$ cat config.mk
export PLATFORM = sky130hd
export DESIGN_NAME = tx_pace_ctrl
export DESIGN_NICKNAME = d
export VERILOG_FILES = /design/src/rtl/tx_pace_pkg.sv /design/src/rtl/tx_pace_evt_dec.sv /design/src/rtl/tx_pace_hist_cnt.sv /design/src/rtl/tx_pace_gap_sel.sv /design/src/rtl/tx_pace_ctrl.sv
export SDC_FILE = /design/constraint.sdc
export NUM_CORES = 1
export LEC_CHECK = 0
export BUFFER_PORTS_ARGS = -buffer_cell sky130_fd_sc_hd__buf_2
export CAP_MARGIN = 0
export CORE_AREA = 2 2 39 41
export DETAILED_ROUTE_END_ITERATION = 10
export DIE_AREA = 0 0 41 43
export SLEW_MARGIN = 20
export SYNTH_ARGS = -nofsm -noshare
export SYNTH_HDL_FRONTEND = slang
export SYNTH_SLANG_ARGS = --single-unit
$ cat constraint.sdc
create_clock -name clk_i -period 3.3 [get_ports clk_i]
set_input_delay 0.165 -clock clk_i [delete_from_list [all_inputs] [get_ports clk_i]]
set_output_delay 0.165 -clock clk_i [all_outputs]
set_load 0.01 [all_outputs]
$ cat src/rtl/tx_pace_pkg.sv
package tx_pace_pkg;

  typedef struct packed {
    logic defer;
    logic col_one;
    logic col_many;
    logic col_excess;
    logic clean;
  } pace_evt_t;

  typedef enum logic [1:0] {
    UPD_HOLD = 2'd0,
    UPD_LOAD = 2'd1,
    UPD_STEP = 2'd2
  } pace_upd_e;

endpackage

$ cat src/rtl/tx_pace_evt_dec.sv
module tx_pace_evt_dec
  import tx_pace_pkg::*;
(
  input  pace_evt_t evt_i,
  output pace_upd_e upd_o
);

  logic contention;

  assign contention = evt_i.defer | evt_i.col_one | evt_i.col_many | evt_i.col_excess;

  // contention wins over a simultaneous clean strobe
  always_comb begin
    if (contention)      upd_o = UPD_LOAD;
    else if (evt_i.clean) upd_o = UPD_STEP;
    else                 upd_o = UPD_HOLD;
  end

endmodule

$ cat src/rtl/tx_pace_hist_cnt.sv
module tx_pace_hist_cnt
  import tx_pace_pkg::*;
#(
  parameter int unsigned CNT_W = 5
) (
  input  logic             clk_i,
  input  logic             rst_ni,
  input  pace_upd_e        upd_i,
  output logic             busy_o
);

  localparam logic [CNT_W-1:0] CNT_MAX = {CNT_W{1'b1}};

  logic [CNT_W-1:0] cnt_q;

  always_ff @(posedge clk_i or negedge rst_ni) begin
    if (!rst_ni) begin
      cnt_q <= '0;
    end else begin
      unique case (upd_i)
        UPD_LOAD: cnt_q <= CNT_MAX;
        UPD_STEP: if (cnt_q != '0) cnt_q <= cnt_q - 1'b1;
        default:  cnt_q <= cnt_q;
      endcase
    end
  end

  assign busy_o = (cnt_q != '0);


  load_full_chk: assert property (@(posedge clk_i) disable iff (!rst_ni)
    (upd_i == UPD_LOAD) |=> (cnt_q == CNT_MAX));


  step_sat_chk: assert property (@(posedge clk_i) disable iff (!rst_ni)
    (upd_i == UPD_STEP && cnt_q == '0) |=> (cnt_q == '0));


  hold_idle_chk: assert property (@(posedge clk_i) disable iff (!rst_ni)
    (upd_i == UPD_HOLD) |=> $stable(cnt_q));

endmodule

$ cat src/rtl/tx_pace_gap_sel.sv
module tx_pace_gap_sel #(
  parameter int unsigned NORM_MULT = 1,
  parameter int unsigned EXT_MULT  = 4,
  parameter int unsigned MULT_W    = 3
) (
  input  logic              clk_i,
  input  logic              rst_ni,
  input  logic              pace_en_i,
  input  logic              busy_i,
  input  logic              frame_req_i,
  input  logic              retry_i,
  output logic              ext_gap_o,
  output logic [MULT_W-1:0] gap_mult_o
);

  localparam logic [MULT_W-1:0] NORM_V = MULT_W'(NORM_MULT);
  localparam logic [MULT_W-1:0] EXT_V  = MULT_W'(EXT_MULT);

  logic ext_d, ext_q;

  // only the first attempt of a frame is paced
  assign ext_d = pace_en_i & busy_i & frame_req_i & ~retry_i;

  always_ff @(posedge clk_i or negedge rst_ni) begin
    if (!rst_ni) ext_q <= 1'b0;
    else         ext_q <= ext_d;
  end

  assign ext_gap_o  = ext_q;
  assign gap_mult_o = ext_q ? EXT_V : NORM_V;


  no_pace_when_off_chk: assert property (@(posedge clk_i) disable iff (!rst_ni)
    !pace_en_i |=> (!ext_gap_o && gap_mult_o == NORM_V));


  retry_unpaced_chk: assert property (@(posedge clk_i) disable iff (!rst_ni)
    (retry_i || !frame_req_i) |=> (gap_mult_o == NORM_V));


  paced_first_chk: assert property (@(posedge clk_i) disable iff (!rst_ni)
    (pace_en_i && busy_i && frame_req_i && !retry_i) |=> (ext_gap_o && gap_mult_o == EXT_V));


  idle_hist_chk: assert property (@(posedge clk_i) disable iff (!rst_ni)
    (!busy_i) |=> !ext_gap_o);

endmodule

$ cat src/rtl/tx_pace_ctrl.sv
module tx_pace_ctrl
  import tx_pace_pkg::*;
#(
  parameter int unsigned CNT_W     = 5,
  parameter int unsigned NORM_MULT = 1,
  parameter int unsigned EXT_MULT  = 4,
  localparam int unsigned MULT_W   = $clog2(EXT_MULT + 1)
) (
  input  logic              clk_i,
  input  logic              rst_ni,
  input  logic              pace_en_i,
  input  logic              defer_i,
  input  logic              col_single_i,
  input  logic              col_multi_i,
  input  logic              col_excess_i,
  input  logic              tx_ok_i,
  input  logic              frame_req_i,
  input  logic              retry_i,
  output logic              ext_gap_o,
  output logic [MULT_W-1:0] gap_mult_o
);

  pace_evt_t evt;
  pace_upd_e upd;
  logic      busy;

  assign evt = '{defer: defer_i, col_one: col_single_i, col_many: col_multi_i,
                 col_excess: col_excess_i, clean: tx_ok_i};

  tx_pace_evt_dec u_dec (
    .evt_i (evt),
    .upd_o (upd)
  );

  tx_pace_hist_cnt #(.CNT_W(CNT_W)) u_cnt (
    .clk_i  (clk_i),
    .rst_ni (rst_ni),
    .upd_i  (upd),
    .busy_o (busy)
  );

  tx_pace_gap_sel #(
    .NORM_MULT (NORM_MULT),
    .EXT_MULT  (EXT_MULT),
    .MULT_W    (MULT_W)
  ) u_sel (
    .clk_i       (clk_i),
    .rst_ni      (rst_ni),
    .pace_en_i   (pace_en_i),
    .busy_i      (busy),
    .frame_req_i (frame_req_i),
    .retry_i     (retry_i),
    .ext_gap_o   (ext_gap_o),
    .gap_mult_o  (gap_mult_o)
  );


  load_beats_clean_chk: assert property (@(posedge clk_i) disable iff (!rst_ni)
    ((defer_i || col_single_i || col_multi_i || col_excess_i) && tx_ok_i) |-> (upd == UPD_LOAD));

endmodule

==> results.ini <==
[critical_path]
critPathMaxFanout = 4
end_kind = flop
cpMaxStageDelayCell = or4b_4
path_class = flop to flop
critPathBufInv = 1
critPathTopFamily = simple AND/OR/NAND/NOR gates
cpMostUsedCell = a21o_1
cp-start-kind = flop
path_cells = inv_1, ha_1, or4b_4, a21o_1, a21o_1
required_ns = 3.44
slowest_delay_ns = 0.49
arrival_ns = 1.72

[timing]
finalClockSkew_ns = 0.00279
slew_viol_final = 0
max_freq_mhz = 630
worst_pin_slew_ns = 0.574
hold_viol = 0
rsz0062_at_grt = no
fin_crit_sh_pct = 48.1
finalSetupTns_ns = 0
setup_violations = 0
slew_headroom_pct = 61.2
fin_crit_ns = 1.59

[clock_tree]
clkSlewWorstSetupHoldPaths_ns = 0.04
cts_tree = done
cts_resized = 0
cts.sinks = 6
clk_latency_ns = 0.24
cts_buffers = 3
h-tree-depth = 1
clock_path_buffers = 2
cts_setup_buffers = 0
cts_hold_buf = 1
clockRootBuffer = clkbuf_4

[placement]
gp_congestion = 0.813
numPortBuffers = 12

[power_and_ir_drop]
pwr-share-seq_pct = 48.4
ir_drop_mv = 0.179
comb_power_share_pct = 8.2
power.static_leakage_nw = 0.182
switchingPower_mw = 0.0327
p_per_area_mw_per_mm2 = 369
power_switching_share_pct = 21.1
pwr-share-clk_pct = 43.4
power.internal_mw = 0.122

[yosys]
syn_inst = 33
muxShareOfSynthArea_pct = 0
synth-simple-area-share_pct = 20.8
syn-num-nets = 44
synth_flop_cell = dfrtp_1
synth_edf_count = 0
synth_top_family_by_area = simple AND/OR/NAND/NOR gates
synth.largest_area_cell = dfrtp_1
synth_xor_xnor_area_share_pct = 0
ys_warn_count = 0
synth_async_sr_flop_share_pct = 100
ys_seq_area_share_pct = 46.2
synth.area.top_cells = dfrtp_1 (46%), o31ai_1 (6.9%), a21o_1 (4.6%), buf_4 (4.6%), or4b_4 (4.2%)
yosysUniqueCellTypes = 20
synth_area_um2 = 325
synthAdderAreaFrac_pct = 3.85
synth_compound_area_share_pct = 18.8
avgSynthCellArea_um2 = 9.86
synth_top_cell_area_share_pct = 46.2
ys_seq_elements = 6

[flow_run]
maxCapViolations = 0

[grt]
gr-total-overflow = 0
grt_pass1_vias = 262
grtUsageTotal_pct = 9.88
antenna_found_initial = 0
grt_pass1_wl_um = 1080
grt_max_degree = 7

[detailed_routing]
vias = 278
drc = 0
wl_per_cell_um = 9.92
first_pass_iters = 2
vias_per_cell = 4.48
ant_nets = 0
drtIter0Drc = 3
routed_wirelength_um = 615

[final_layout]
synthToLayoutAreaGrowth_pct = 28.8
layout_common_cells = buf_2 (12), dfrtp_1 (6), inv_1 (3), o31ai_1 (3), clkbuf_4 (3)
diodes = 0
drive_above_1_share_pct = 34.8
layout_commonest_cell = buf_2
fin_util_pct = 30.3
nets = 59

[die]
ios = 14
die_h_um = 43
die_w_um = 41
initial_core_util_pct = 23.5
fp.coreArea_mm2 = 0.00138
dieArea_mm2 = 0.00176
rows = 14

[outcome]
outcome = finished clean

[min_path]
hp-class = input pin to flop

[state kept, by name, indices dropped and copies added (netlist names)]
| name | count |
|---|---|
| u_sel.ext_gap_o | 1 |
| u_cnt.cnt_q | 5 |
[layer usage]
layer / up-vias / share of wire, % / global-route usage, %
met5: - / 0 / 0
met4: 0 / 1.3 / 6.00
met1: 116 / 44 / 12.1
met2: 16 / 43 / 12.5
li1: 144 / - / -
met3: 2 / 12 / 6.28
[kinds of logic after synthesis]
family                     count (synthesis)
AOI/OAI and AO/OA                          9
adders and majority gates                  1
buffers and inverters                      6
DFF                                        6
other                                      1
and+or+nand+nor                           10
[final cells by class]
cell class | count | area, um^2
multi-input combinational | 21 | 145
sequential | 6 | 150
timing repair buffer | 13 | 70.1
fill | 144 | 965
inverter | 3 | 11.3
clock buffer | 3 | 22.5
tap | 16 | 20.0
[final timing paths]
| path | start | end | slack (ns) | cells past startpoint |
|---|---|---|---|---|
| max | u_cnt.cnt_q[0] | u_cnt.cnt_q[1] | 1.71 | 5 |
| min | retry_i | u_sel.ext_gap_o | 0.08 | 2 |
| max reg2reg | u_cnt.cnt_q[0] | u_cnt.cnt_q[1] | 1.71 | 5 |
| min reg2reg | u_cnt.cnt_q[4] | u_cnt.cnt_q[4] | 0.53 | 2 |
| max in group asynchronous | rst_ni | u_sel.ext_gap_o | 2.88 | 2 |
| min in group asynchronous | rst_ni | u_cnt.cnt_q[2] | 0.28 | 2 |
[power by group through the flow]
stage / clock (mW) / sequential [mW] / combinational (mW)
CTS: 0.0716 / 0.0749 / 0.0130
global placement: 0 / 0.0760 / 0.0119
finish: 0.0672 / 0.0750 / 0.0126
global route: 0.0735 / 0.0751 / 0.0145
detailed placement: 0 / 0.0761 / 0.0121
floorplan: 0 / 0.0763 / 0.00469
[worst register-to-register path, stage by stage (launching register included)]
cell and delay (ns):
dfrtp_1 0.38, inv_1 0.08, ha_1 0.18, or4b_4 0.49, a21o_1 0.19, a21o_1 0.16
[synth_stat cells (2+ instances only)]
| cell type | number |
|---|---|
| a21o_1 | 2 |
| buf_4 | 2 |
| o31ai_1 | 3 |
| dfrtp_1 | 6 |
| nand2_1 | 2 |
| a21oi_1 | 2 |
| inv_1 | 3 |
[stage by stage]
| stage | hold slack, ns | worst slack [ns] | std cells | area (um^2) | power, mW |
|---|---|---|---|---|---|
| floorplan | -0.131 | 1.78 | 33 | 325 | 0.0810 |
| finish | 0.0755 | 1.71 | 62 | 419 | 0.155 |
| global route | 0.0761 | 1.61 | 62 | 419 | 0.163 |
| detailed placement | 0.00358 | 1.72 | 58 | 387 | 0.0881 |
| CTS | 0.0734 | 1.71 | 62 | 419 | 0.159 |
| global placement | -0.00136 | 1.74 | 58 | 387 | 0.0879 |
Note: power is estimated with default switching activity, not from simulation.
